===== src/rtl/vwid_pkg.sv =====
package vwid_pkg;

    localparam int NUM_VREGS = 32;
    localparam int RIDX_W    = $clog2(NUM_VREGS);
    localparam int SZ_W      = RIDX_W + 3;   // holds start + 2 * largest group
    localparam int NUM_SRC   = 2;            // index 0: rs2, index 1: rs1

    typedef logic [RIDX_W-1:0] ridx_t;
    typedef logic [SZ_W-1:0]   gsz_t;
    typedef logic signed [3:0] l2_t;         // log2 group size, -7..+7

    typedef enum logic [2:0] {
        WID_DS = 3'd0,
        WID_QS = 3'd1,
        WID_DD = 3'd2,
        EXT_D2 = 3'd3,
        EXT_D4 = 3'd4,
        EXT_D8 = 3'd5
    } opclass_e;

    typedef struct packed {
        l2_t  dst_l2;
        l2_t  s2_l2;
        l2_t  s1_l2;
        logic s2_ovl_chk;
        logic s1_used;
        logic [1:0] ext_k;
    } geom_t;

    // Register count of a group; fractional groups give zero
    function automatic gsz_t grp_size(input l2_t l2);
        if (l2 < 4'sd0) return '0;
        return gsz_t'(1) << l2[2:0];
    endfunction

    function automatic logic grp_aligned(input ridx_t r, input gsz_t s);
        return (s == '0) || ((gsz_t'(r) & (s - gsz_t'(1))) == '0);
    endfunction

    function automatic gsz_t at_least_one(input gsz_t s);
        return (s == '0) ? gsz_t'(1) : s;
    endfunction

    function automatic logic spans_meet(input gsz_t a, input gsz_t an,
                                        input gsz_t b, input gsz_t bn);
        gsz_t ae;
        gsz_t be;
        gsz_t hi;
        gsz_t lo;
        ae = a + an;
        be = b + bn;
        hi = (ae > be) ? ae : be;
        lo = (a < b) ? a : b;
        return (hi - lo) < (an + bn);
    endfunction

    // Strict rule: any shared register conflicts
    function automatic logic clash_strict(input ridx_t d, input gsz_t dn,
                                          input ridx_t s, input gsz_t sn);
        return spans_meet(gsz_t'(d), at_least_one(dn), gsz_t'(s), at_least_one(sn));
    endfunction

    // Relaxed rule: a source in the top slice of the destination is allowed
    function automatic logic clash_relaxed(input ridx_t d, input gsz_t dn,
                                           input ridx_t s, input gsz_t sn);
        gsz_t dn1;
        gsz_t sn1;
        logic meet;
        logic meet_next;
        dn1       = at_least_one(dn);
        sn1       = at_least_one(sn);
        meet      = spans_meet(gsz_t'(d), dn1, gsz_t'(s), sn1);
        meet_next = spans_meet(gsz_t'(d), dn1, gsz_t'(s) + sn1, sn1);
        if ((d < s) && meet && !meet_next) return 1'b0;
        return meet;
    endfunction

endpackage


===== src/rtl/vwid_geom.sv =====
module vwid_geom
    import vwid_pkg::*;
(
    input  logic [2:0] lmul,
    input  logic [2:0] op_class,
    input  logic       rs1_is_vec,
    output geom_t      geom
);
    l2_t base;

    always_comb begin
        base = {lmul[2], lmul};
        geom.dst_l2     = base + 4'sd1;
        geom.s2_l2      = base;
        geom.s1_l2      = base;
        geom.s2_ovl_chk = 1'b1;
        geom.s1_used    = rs1_is_vec;
        geom.ext_k      = 2'd0;
        case (op_class)
            WID_QS: geom.dst_l2 = base + 4'sd2;
            WID_DD: begin
                geom.s2_l2      = base + 4'sd1;
                geom.s2_ovl_chk = 1'b0;
            end
            EXT_D2, EXT_D4, EXT_D8: begin
                geom.ext_k   = (op_class == EXT_D2) ? 2'd1 :
                               (op_class == EXT_D4) ? 2'd2 : 2'd3;
                geom.dst_l2  = base;
                geom.s2_l2   = base - l2_t'({2'b00, geom.ext_k});
                geom.s1_used = 1'b0;
            end
            default: ;
        endcase
    end
endmodule


===== src/rtl/vwid_src_chk.sv =====
module vwid_src_chk
    import vwid_pkg::*;
(
    input  ridx_t rd,
    input  l2_t   dst_l2,
    input  ridx_t src,
    input  l2_t   src_l2,
    input  logic  used,
    input  logic  ovl_chk,
    output logic  bad
);
    gsz_t dsz;
    gsz_t ssz;
    logic misaligned;
    logic clash;

    always_comb begin
        dsz        = grp_size(dst_l2);
        ssz        = grp_size(src_l2);
        misaligned = !grp_aligned(src, ssz);
        clash      = (src_l2 < 4'sd0) ? clash_strict(rd, dsz, src, ssz)
                                      : clash_relaxed(rd, dsz, src, ssz);
        bad        = used && (misaligned || (ovl_chk && clash));
    end
endmodule


===== src/rtl/vwid_legal_core.sv =====
module vwid_legal_core
    import vwid_pkg::*;
(
    input  ridx_t      rd,
    input  ridx_t      rs1,
    input  ridx_t      rs2,
    input  logic [2:0] lmul,
    input  logic [1:0] sew,
    input  logic [1:0] elen,
    input  logic [2:0] op_class,
    input  logic       rs1_is_vec,
    input  logic       unmasked,
    output logic       illegal
);
    geom_t geom;
    l2_t   base;
    logic  reserved;
    logic  limit_bad;
    logic  rd_bad;
    logic  mask_bad;
    logic [NUM_SRC-1:0] src_bad;

    ridx_t src_reg  [NUM_SRC];
    l2_t   src_l2   [NUM_SRC];
    logic  src_used [NUM_SRC];
    logic  src_ovl  [NUM_SRC];

    vwid_geom u_geom (
        .lmul       (lmul),
        .op_class   (op_class),
        .rs1_is_vec (rs1_is_vec),
        .geom       (geom)
    );

    always_comb begin
        src_reg[0]  = rs2;
        src_l2[0]   = geom.s2_l2;
        src_used[0] = 1'b1;
        src_ovl[0]  = geom.s2_ovl_chk;
        src_reg[1]  = rs1;
        src_l2[1]   = geom.s1_l2;
        src_used[1] = geom.s1_used;
        src_ovl[1]  = 1'b1;
    end

    for (genvar i = 0; i < NUM_SRC; i++) begin : g_src
        vwid_src_chk u_chk (
            .rd      (rd),
            .dst_l2  (geom.dst_l2),
            .src     (src_reg[i]),
            .src_l2  (src_l2[i]),
            .used    (src_used[i]),
            .ovl_chk (src_ovl[i]),
            .bad     (src_bad[i])
        );
    end

    always_comb begin
        base      = {lmul[2], lmul};
        reserved  = (lmul == 3'b100) || (op_class > EXT_D8);
        limit_bad = 1'b0;
        case (op_class)
            WID_DS, WID_DD:
                limit_bad = (base > 4'sd2) || (({1'b0, sew} + 3'd1) > {1'b0, elen});
            WID_QS:
                limit_bad = (base > 4'sd1) || (({1'b0, sew} + 3'd2) > {1'b0, elen});
            EXT_D2, EXT_D4, EXT_D8:
                limit_bad = (sew < geom.ext_k);
            default: limit_bad = 1'b0;
        endcase
        rd_bad   = !grp_aligned(rd, grp_size(geom.dst_l2));
        mask_bad = !unmasked && (rd == '0);
        illegal  = reserved || limit_bad || rd_bad || mask_bad || (|src_bad);
    end
endmodule


===== config.mk =====
export PLATFORM = sky130hd
export DESIGN_NAME = vwid_legal_core
export DESIGN_NICKNAME = d
export VERILOG_FILES = /design/src/rtl/vwid_pkg.sv /design/src/rtl/vwid_geom.sv /design/src/rtl/vwid_src_chk.sv /design/src/rtl/vwid_legal_core.sv
export SDC_FILE = /design/constraint.sdc
export NUM_CORES = 1
export LEC_CHECK = 0
export ABC_AREA = 1
export ABC_CLOCK_PERIOD_IN_PS = 16560
export BUFFER_PORTS_ARGS = -buffer_cell sky130_fd_sc_hd__buf_2
export CAP_MARGIN = 20
export CORE_ASPECT_RATIO = 1.1
export CORE_MARGIN = 2
export CORE_UTILIZATION = 29
export DETAILED_ROUTE_END_ITERATION = 12
export PLACE_DENSITY_LB_ADDON = 0.25
export SLEW_MARGIN = 20
export SYNTH_ARGS = -nofsm -noshare
export SYNTH_HDL_FRONTEND = slang
export SYNTH_SLANG_ARGS = --single-unit

===== constraint.sdc =====
create_clock -name vclk -period 16.56
set_input_delay 1.656 -clock vclk [all_inputs]
set_output_delay 1.656 -clock vclk [all_outputs]
set_load 0.05 [all_outputs]

; Yosys cells after proc, flatten, opt, wreduce, memory -nomap -nowiden
; Cells that the tools add are included.
[word_totals]
in_bits = 27
register_bits = 0
word_cells = 125
[op_classes]
shifts = 3
n_addsub = 19
muxes = 35
n_reduce_logical = 36
eq_ne = 6
bitwise = 3
magnitude_cmp = 23
[op_table]
columns = op, n
row1 = $mux 8, 15
row2 = $logic_not 8->1, 6
row3 = $add 8x8->8, 4
row4 = $gt 8x8->1, 4
row5 = $lt 8x8->1, 4
row6 = $sub 8x8->8, 4
row7 = $add 5x8->8, 3
row8 = $and 5x8->8, 3
row9 = $shl 1x3->8 const A, 3
row10 = $sub 8x1->8 const B, 3
row11 = $lt 5x5->1, 4
row12 = $lt 5x8->1, 2
row13 = $pmux 4 s2, 2
row14 = $mux 1, 13
row15 = $logic_or 1x1->1, 12
row16 = $mux 5, 2
row17 = $eq 3x3->1 const B, 3
row18 = $lt 4x1->1 const B, 2
row19 = $logic_and 1x1->1, 7
row20 = $eq 3x2->1 const B, 2
row21 = $gt 3x2->1, 2
row22 = $gt 3x3->1 const B, 2
row23 = $logic_not 1->1, 6
row24 = $logic_not 5->1, 1
row25 = other kinds (15), 16

; Depth between registers and ports, before layout
[logic_depth]
ltp_word = 25
depth_mapped = 60

; By module
; From an unflattened synthesis, not the netlist that was laid out.
[unflattened]
hier_cells = 1129
area_unflattened_um2 = 6756.5
[modules_own_cells]
columns = module, cells_per_inst, instances, area_per_inst_um2
row1 = vwid_src_chk at g_src[1].u_chk, 485, 1, 2965.3
row2 = vwid_src_chk at g_src[0].u_chk, 490, 1, 2955.3
row3 = vwid_geom, 78, 1, 434.2
row4 = vwid_legal_core, 76, 1, 401.6

; Worst setup path after synthesis
; No wires, ideal clock.
[synth_timing]
kind = input -> output
startpoint = in op_class[1]
endpoint = out illegal
arrival_time_ns = 9.107
path_buffers = 0
required_ns = 14.904
slack_ns = 5.797
cell_stages = 53
path_cell_list = inv_2 nand2_4 nor2_1 inv_1 ha_1 inv_1 fa_1 nand2_4 nand2_4 nor2_4 nand2_4 inv_1 nand2_1 ha_1 nand3_1 nand2_1 ha_1 fa_1 [17 not listed] nand2_1 o21ai_0 a21o_1 nand2_1 a21oi_1 nor2_1 nor2_1 nor2_1 nand3_1 nand2_1 ha_1 a21oi_1 o21ai_0 o21ai_0 nand4_1 nand2_1 nor2_1 nand2_1
[synth_between]
elab_chain_cells = 25
word_cells_on_any_way = 85
[synth_rtl]
columns = item, line_no
row1 = from (decl), vwid_legal_core.sv:10  ; input logic [2:0] op_class,
row2 = $eq 3x3->1, "vwid_geom.sv:19, vwid_geom.sv:27, vwid_legal_core.sv:62"
row3 = $mux 1, vwid_geom.sv:27  ; (op_class == EXT_D4) ? 2'd2 : 2'd3;
row4 = $mux 2, vwid_geom.sv:26  ; geom.ext_k = (op_class == EXT_D2) ? 2'd1 :
row5 = $sub 3x3->4, vwid_geom.sv:29  ; geom.s2_l2 = base - l2_t'({2'b00, geom.ext_k});
row6 = $pmux 4 s2, vwid_geom.sv:19  ; case (op_class)
row7 = $lt 4x1->1, "vwid_pkg.sv:32, vwid_src_chk.sv:21"
row8 = $mux 1, vwid_pkg.sv:32  ; if (l2 < 4'sd0) return '0;
row9 = $mux 8, vwid_pkg.sv:33  ; return gsz_t'(1) << l2[2:0];
row10 = [9 not listed], --
row11 = $logic_and 1x1->1, vwid_pkg.sv:74  ; if ((d < s) && meet && !meet_next) return 1'b0;
row12 = $mux 1, vwid_pkg.sv:74
row13 = $mux 1, vwid_pkg.sv:75  ; return meet;
row14 = $mux 1, vwid_src_chk.sv:21  ; clash = (src_l2 < 4'sd0) ? clash_strict(rd, dsz, src, ssz)
row15 = $logic_and 1x1->1, vwid_src_chk.sv:23  ; bad = used && (misaligned || (ovl_chk && clash));
row16 = $logic_or 1x1->1, vwid_src_chk.sv:23
row17 = $reduce_or 2->1, vwid_legal_core.sv:73  ; illegal = reserved || limit_bad || rd_bad || mask_bad || (|src_bad);
row18 = $logic_or 1x1->1 (*), vwid_legal_core.sv:73
row19 = to (decl), vwid_legal_core.sv:13  ; output logic illegal
; Every way passes the cells marked *; elsewhere a longest branch is shown, timed or not.

; Worst setup path after layout
; Same ends and word-level chain as after synthesis.

==> out/metrics.cfg <==
[sta]
slew-limit-headroom_pct=37.8
rsz0062_at_grt=false
setup_viol=0
period_share_pct=71.9
finalHoldViolCount=0
setup_ws_ns=4.65
max_clock_freq_mhz=84.0
setup_tns_ns=0
tightest_slew_ns=0.927
min_period_ns=11.91
maxSlewViolCount=0

[synth]
yosysTopAreaCellShare_pct=33.2
synthXorXnorAreaFrac_pct=7.88
syn-cell-area_sq_um=6250
synth_compound_area_share_pct=17.4
yosysWarnings=0
synth_area_leader_cell=ha_1
yosys.cell_types.count=44
yosys.area_share.simple_pct=27.4
avgSynthCellArea_sq_um=6.60
synthAdderAreaFrac_pct=37.4
synth_top_family_by_area=adder cells
seq_area_frac_synth_pct=0
synth.area.top_cells=ha_1, nand2_1, inv_1
synthMuxAreaShare_pct=0
synth_cells=947

[cells_and_area]
design.seq.count=0
drive_gt1_share_pct=8.68
n_antenna_cell=0
area_delta_synth_final_pct=8.34
n_clock_buffer=0
seq_area_sq_um=0
nNetsFinal=1187

[route]
wl_mm=18.9
drt-initial-drc-count=268
post-route-drc-count=0
top_layer=met4
routed-wl-met2_mm=9.12
wl_met1_mm=8.80
wl_met3_um=437
ant_nets=0
viasPerCell=4.73
drt_first_pass_iters=5
routedWlPerCell_um=14.9
num_vias=6008

[clock_network]
cts_resized=0
post_cts_buffers=0
cts_hold_buf=0

[power]
p_leak_nw=3.82
ir_drop_mv=0.0500
power.density_nw_per_um2=119

[setup_path]
cp.required_ns=14.90
worst_setup_path_start_kind=input port
cp_max_fo=10
cp_slowest_cell=fa_1
cpMostUsedCell=nand2_1
worstSetupPathType=in2out
cp.arrival_ns=10.26
end_kind=output pin
max_stage_delay_ns=0.45

[status]
status=completed

[placed_design]
port_buffers=28
routabilityCongestion=0.855
dp_worst_setup_slack_ns=4.68
dp_hpwl_mm=16.5

[floorplanning]
die_h_um=158
rows=56
dieArea_sq_um=22800
coreArea_sq_um=21200
die_w_um=144
pin_count=28
start_util_pct=29.5

[worst_hold_path]
whs_path_depth=5
min_path_type=in2out

[grt]
grt_pass1_wl_mm=30.3
grt_pass1_vias=5778
grt_antenna_before_repair=0
grtUsageTotal_pct=16.9
overflow=0
grt_start_max_net_pins=17

[flow_run]
drv_cap=0

-- power by group --
| group | internal (mW) | total, mW | switching [mW] |
|---|---|---|---|
| Combinational | 0.320 | 0.806 | 0.486 |
| Sequential | 0 | 0 | 0 |
| Clock | 0 | 0 | 0 |
-- layout by cell type, fill, tap and decap left out, drive strengths merged --
cell type / count
nor3b: 1
ha: 166
o211ai: 5
o2111ai: 2
nand2: 218
o21bai: 1
clkinv: 1
nor2: 59
inv: 155
fa: 13
or2: 2
o21a: 2
a31oi: 4
nand3: 56
o21ai: 87
conb: 12
buf: 28
a41oi: 1
o211a: 1
a21boi: 1
a21o: 8
xor2: 30
a21oi: 83
xnor2: 19
nor3: 4
nand4: 18
nand3b: 2
-- cell type report --
class | instances | area (sq um)
repair buffers | 28 | 140
inverters | 156 | 588
fillers | 2344 | 14500
well taps | 290 | 363
multi-input cells | 795 | 5690
-- layer usage --
layer,track usage [%],vias up
met5,0,-
met1,22.0,2688
met3,0.514,24
met4,3.92,0
met2,30.8,83
li1,-,3213
-- cell usage after synthesis (9+ instances only) --
cell,number
nand2_1,197
ha_1,166
inv_1,147
a21oi_1,83
o21ai_0,74
nor2_1,50
nand3_1,49
xor2_1,26
xnor2_1,19
nand4_1,18
fa_1,13
nand2_2,10
nand2_4,10
o21ai_1,9
-- stage by stage --
| stage | hold WS (ns) | utilization [%] | total power, mW | instance area, sq um | cells |
|---|---|---|---|---|---|
| after floorplan | 3.71 | - | 0.622 | 6290 | 957 |
| after global placement | 3.87 | 31.9 | 0.801 | 6770 | 1269 |
| after detailed placement | 3.87 | 31.9 | 0.805 | 6770 | 1269 |
| after CTS | 3.87 | 31.9 | 0.811 | 6770 | 1269 |
| after global routing | 3.93 | 31.9 | 0.946 | 6780 | 1269 |
| final | 3.87 | 31.9 | 0.806 | 6780 | 1269 |
-- worst paths after layout --
check                        from      end  slack, ns
worst min-delay path     unmasked  illegal       3.87
worst max-delay path  op_class[1]  illegal       4.65
-- logic make-up after synthesis --
kind of cell | count (synthesis)
other | 2
and+or+nand+nor | 360
adders and majority gates | 179
buffers and inverters | 162
xor gates and xnor gates | 49
AOI/OAI and AO/OA | 195
-- critical path: cells and delay by family --
kind                     cells  cell delay, ns
adder cells (fa/ha/maj)      9            2.60
AND/OR/NAND/NOR             24            2.49
XOR/XNOR                     1            0.25
buffers and inverters        7            0.86
AO/OA/AOI/OAI               13            2.41
Power figures use the tool's default switching activity.
